### config.mk
export PLATFORM = sky130hd
export DESIGN_NAME = keylink_top
export DESIGN_NICKNAME = d
export VERILOG_FILES = /design/src/rtl/keylink_pkg.sv /design/src/rtl/keylink_sync.sv /design/src/rtl/keylink_seq.sv /design/src/rtl/keylink_tx.sv /design/src/rtl/keylink_rx.sv /design/src/rtl/keylink_top.sv
export SDC_FILE = /design/constraint.sdc
export NUM_CORES = 1
export LEC_CHECK = 0
export BUFFER_PORTS_ARGS = -buffer_cell sky130_fd_sc_hd__buf_2
export CAP_MARGIN = 20
export CORE_ASPECT_RATIO = 1.2
export CORE_UTILIZATION = 31
export DETAILED_ROUTE_END_ITERATION = 10
export GPL_ROUTABILITY_DRIVEN = 0
export SYNTH_ARGS = -nofsm -noshare
export SYNTH_HDL_FRONTEND = slang
export SYNTH_SLANG_ARGS = --single-unit
### constraint.sdc
create_clock -name clk -period 2.39 [get_ports clk]
set_input_delay 0.478 -clock clk [delete_from_list [all_inputs] [get_ports clk]]
set_output_delay 0.478 -clock clk [all_outputs]
set_load 0.05 [all_outputs]
### src/rtl/keylink_pkg.sv
package keylink_pkg;

  // Default geometry of the link.
  localparam int KEYS_DEF  = 30;
  localparam int FRAME_DEF = 32;

  // Per-state control decoded from the frame counter.
  typedef struct packed {
    logic shift_en;  // states 0 .. FRAME-1
    logic strobe;    // states FRAME and FRAME+1
    logic wrap;      // final state of the frame
  } seq_ctl_t;

endpackage

### src/rtl/keylink_sync.sv
module keylink_sync #(
  parameter int WIDTH  = 30,
  parameter int STAGES = 2
) (
  input  logic             clk,
  input  logic             rst,
  input  logic [WIDTH-1:0] d,
  output logic [WIDTH-1:0] q
);

  logic [WIDTH-1:0] stg_q [STAGES];

  generate
    for (genvar s = 0; s < STAGES; s++) begin : g_stage
      if (s == 0) begin : g_first
        always_ff @(posedge clk) begin
          if (rst) stg_q[s] <= '0;
          else     stg_q[s] <= d;
        end
      end else begin : g_next
        always_ff @(posedge clk) begin
          if (rst) stg_q[s] <= '0;
          else     stg_q[s] <= stg_q[s-1];
        end
      end
    end
  endgenerate

  assign q = stg_q[STAGES-1];

endmodule

### src/rtl/keylink_seq.sv
module keylink_seq
  import keylink_pkg::*;
#(
  parameter int FRAME_BITS = 32   // must be a power of two
) (
  input  logic                               clk,
  input  logic                               rst,
  output seq_ctl_t                           ctl,
  output logic [$clog2(FRAME_BITS):0]        state
);

  localparam int CNT_W = $clog2(FRAME_BITS) + 1;
  localparam int LAST  = FRAME_BITS + 1;

  logic [CNT_W-1:0] cnt_q;

  // Top bit marks the strobe states; top bit with bit 0 marks the last one.
  assign ctl.strobe   = cnt_q[CNT_W-1];
  assign ctl.shift_en = ~cnt_q[CNT_W-1];
  assign ctl.wrap     = cnt_q[CNT_W-1] & cnt_q[0];
  assign state        = cnt_q;

  always_ff @(posedge clk) begin
    if (rst)           cnt_q <= '0;
    else if (ctl.wrap) cnt_q <= '0;
    else               cnt_q <= cnt_q + CNT_W'(1);
  end

  assert_count_bound_R1: assert property (@(posedge clk) disable iff (rst)
    cnt_q <= CNT_W'(LAST));

  assert_restart_R1: assert property (@(posedge clk) disable iff (rst)
    (cnt_q == CNT_W'(LAST)) |=> (cnt_q == '0));

  assert_strobe_pair_R2: assert property (@(posedge clk) disable iff (rst)
    $rose(ctl.strobe) |=> ctl.strobe);

endmodule

### src/rtl/keylink_tx.sv
module keylink_tx #(
  parameter int KEYS       = 30,
  parameter int FRAME_BITS = 32
) (
  input  logic            clk,
  input  logic            rst,
  input  logic            load_n,
  input  logic            shift_en,
  input  logic [KEYS-1:0] keys,
  output logic            sdata
);

  localparam int PAD = FRAME_BITS - KEYS;

  logic [FRAME_BITS-1:0] sr_q;

  always_ff @(posedge clk) begin
    if (rst)           sr_q <= '0;
    else if (!load_n)  sr_q <= {keys, {PAD{1'b0}}};
    else if (shift_en) sr_q <= {sr_q[FRAME_BITS-2:0], 1'b0};
  end

  assign sdata = sr_q[FRAME_BITS-1];

  // A shift always moves the next bit up to the line.
  assert_shift_step_R3: assert property (@(posedge clk) disable iff (rst)
    (load_n && shift_en) |=> (sdata == $past(sr_q[FRAME_BITS-2])));

endmodule

### src/rtl/keylink_rx.sv
module keylink_rx #(
  parameter int KEYS       = 30,
  parameter int FRAME_BITS = 32
) (
  input  logic            clk,
  input  logic            rst,
  input  logic            shift_en,
  input  logic            latch,
  input  logic            sdata,
  output logic [KEYS-1:0] keys_out
);

  localparam int PAD = FRAME_BITS - KEYS;

  logic [FRAME_BITS-1:0] sr_q;
  logic [KEYS-1:0]       out_q;

  always_ff @(posedge clk) begin
    if (rst)           sr_q <= '0;
    else if (shift_en) sr_q <= {sr_q[FRAME_BITS-2:0], sdata};
  end

  // Padding sits in the low positions and is dropped here.
  always_ff @(posedge clk) begin
    if (rst)        out_q <= '0;
    else if (latch) out_q <= sr_q[FRAME_BITS-1:PAD];
  end

  assign keys_out = out_q;

  assert_hold_R5: assert property (@(posedge clk) disable iff (rst)
    !latch |=> $stable(out_q));

  assert_idle_shift_R3: assert property (@(posedge clk) disable iff (rst)
    !shift_en |=> $stable(sr_q));

endmodule

### src/rtl/keylink_top.sv
module keylink_top
  import keylink_pkg::*;
#(
  parameter int KEYS        = KEYS_DEF,
  parameter int FRAME_BITS  = FRAME_DEF,
  parameter int SYNC_STAGES = 2
) (
  input  logic            clk,
  input  logic            rst,
  input  logic [KEYS-1:0] keys_in,
  output logic [KEYS-1:0] keys_out,
  output logic            link_load_n,
  output logic            link_latch,
  output logic            link_data
);

  localparam int CNT_W = $clog2(FRAME_BITS) + 1;

  seq_ctl_t         ctl;
  logic [CNT_W-1:0] state;
  logic [KEYS-1:0]  keys_sync;

  keylink_sync #(.WIDTH(KEYS), .STAGES(SYNC_STAGES)) u_sync (
    .clk (clk), .rst (rst), .d (keys_in), .q (keys_sync)
  );

  keylink_seq #(.FRAME_BITS(FRAME_BITS)) u_seq (
    .clk (clk), .rst (rst), .ctl (ctl), .state (state)
  );

  assign link_latch  = ctl.strobe;
  assign link_load_n = ~ctl.strobe;

  keylink_tx #(.KEYS(KEYS), .FRAME_BITS(FRAME_BITS)) u_tx (
    .clk (clk), .rst (rst), .load_n (link_load_n), .shift_en (ctl.shift_en),
    .keys (keys_sync), .sdata (link_data)
  );

  keylink_rx #(.KEYS(KEYS), .FRAME_BITS(FRAME_BITS)) u_rx (
    .clk (clk), .rst (rst), .shift_en (ctl.shift_en), .latch (link_latch),
    .sdata (link_data), .keys_out (keys_out)
  );

  assert_pad_zero_R4: assert property (@(posedge clk) disable iff (rst)
    (state >= CNT_W'(KEYS) && state < CNT_W'(FRAME_BITS)) |-> !link_data);

  assert_frame_start_R1: assert property (@(posedge clk) disable iff (rst)
    $fell(link_latch) |-> (state == '0));

  assert_load_inverse_R2: assert property (@(posedge clk) disable iff (rst)
    link_load_n != link_latch);

endmodule

==> metrics.txt <==
run status completed; Seq/Total Area, Yosys 0.647; clk sinks 158; drt drc 0; Place WS 911 ps; fin util 0.392; CP arrival 1420 ps; Fin Setup TNS 0 ps; multi-input combinational cell area 1560 um^2; Initial Util 0.322; clock-pin slew on the worst setup and hold paths 60 ps; placed cells 726; Final Net Count 574; Distinct cells, synth 20; Yosys reg bits 158; core footprint 15,200 um^2; root buf cell clkbuf_16; Post-DP Area 5390 um^2; vias in the first global route 2,971; Clock Path Buffers 2; GRT Util Overall 0.107; height of the die 140 um; GRT overflow 0; Critical Path Sink Type output port; ant diodes 0; cell leakage power 2.26 nW; post-CTS setup buffer count 0; worst hold slack 268 ps; layout cells sized above 1 0.184; Tot Pwr 5.31 mW; CP Max Fanout 32; Die W 117 um; CP top delay family buffers and inverters; Non-Filler Instances 758; Tcrit/Tclk final 0.795; Row Count 49; worst reg2reg setup slack 1100 ps; crit path buf inv count 2; Syn Area/Cell 10.1 um^2; # setup viols final 0; Pins Over Slew Limit 0; power density over the cells 892 nW/um^2; CP Cell Sequence buf_4 -> buf_2; Syn. warnings 0; cells after synthesis 482; WL per Instance 10.3 um; FF/Latch Area 3170 um^2; CP max-delay cell dfxtp_4; most frequent cells in the layout dfxtp_1 (157), nand2_1 (92), buf_2 (63); max_cap viols 0; Crit Path Category flop to output port; Slew HR 0.643; H-tree levels 4; FMAX 526 MHz; IO buf count 64; CTS tree yes; first-pass GRT wire length 13.3 mm; die area 16,300 um^2; maximum vdd drop 0.418 mV; Worst Clk Skew 8.89 ps; Design Area, Final 5950 um^2; Antenna Violating Nets Remaining 0; most common cell after layout, fill and taps aside dfxtp_1; initial antenna violation count 0; Ports 65; Setup WS post-layout 490 ps; Tightest Pin Transition 535 ps; Area growth, synth to finish 21.7%; crit path time final 1900 ps; largest net degree at the start of global routing 46; CTS Buf Count 17; hold_buf cts 0; synthesized cell area 4890 um^2; Vias/cell 4.19; Detailed Route Iter0 Violations 187; first-pass iteration count of the detailed router 4; via count 3,175; syn nets 515; Final Routed Wirelength 7.84 mm; startpoint types flop; Post-CTS Resized 0; clk_lat worst skew 410 ps; RSZ-0062 raised after global routing no; CP peak stage delay 350 ps; WP data required 1910 ps; Worst Hold Class input pin to flop; endpoints failing hold 0; Detailed Place HPWL 4.78 mm; Fillers 1,544
==> registers in the layout (all words and copies together), names as in the netlist <==
| register | cells |
|---|---|
| u_rx.keys_out | 30 |
| u_rx.sr_q | 32 |
| u_seq.state | 6 |
| u_sync.stg_q | 60 |
| u_tx.sr_q | 30 |
==> Yosys cell counts <==
cell type | instances | area (um^2)
buf_6 | 4 | 45.0
nor3b_1 | 1 | 7.51
nand2b_1 | 1 | 6.26
inv_2 | 1 | 3.75
clkbuf_1 | 11 | 41.3
nor2b_1 | 61 | 382
a31oi_1 | 1 | 6.26
dfxtp_1 | 158 | 3160
mux2i_1 | 31 | 310
nor2_1 | 35 | 131
ha_1 | 1 | 12.5
nand3_1 | 2 | 10.0
a21oi_1 | 62 | 310
nand2_1 | 92 | 345
buf_2 | 15 | 75.1
inv_1 | 1 | 3.75
a21o_1 | 1 | 7.51
xnor2_1 | 1 | 8.76
or3_1 | 2 | 12.5
xor2_1 | 1 | 8.76
==> routing by layer <==
layer	routed length (um)	vias to the layer above	track usage
li1	-	1667	-
met1	3680	1423	0.119
met2	3610	74	0.171
met3	388	11	0.0444
met4	164	0	0.0600
met5	0	-	0
==> final timing paths <==
path | from | endpoint | cells after the start
setup / recovery | u_seq.state[5] | link_latch | 2
hold / removal | keys_in[14] | u_sync.stg_q[0][14] | 2
setup reg to reg | u_seq.state[5] | u_tx.sr_q[26] | 3
hold reg to reg | u_sync.stg_q[0][19] | u_sync.stg_q[1][19] | 1
==> area by class of cell <==
cell class                      count  area share
Clock buffer                       20      0.0750
Clock inverter                     12      0.0189
Inverter                            2     0.00126
Multi-Input combinational cell    292       0.262
Sequential cell                   158       0.532
Tap cell                          204      0.0429
Timing Repair Buffer               70      0.0681
==> cell families (layout without fill, tap and decap cells) <==
group	Yosys count	count (layout)	share of synthesized area
DFF	158	158	0.647
muxes	31	31	0.0634
xor gates and xnor gates	2	2	0.00358
adders and majority gates	1	1	0.00256
AOI/OAI and AO/OA	64	64	0.0663
buffers and inverters	32	104	0.0345
and+or+nand+nor	194	194	0.183
==> power breakdown <==
group | internal [mW] | switching [mW]
combinational | 0.0555 | 0.0560
sequential | 2.68 | 0.0140
clock | 1.46 | 1.04
Power figures use the tool's default switching activity.
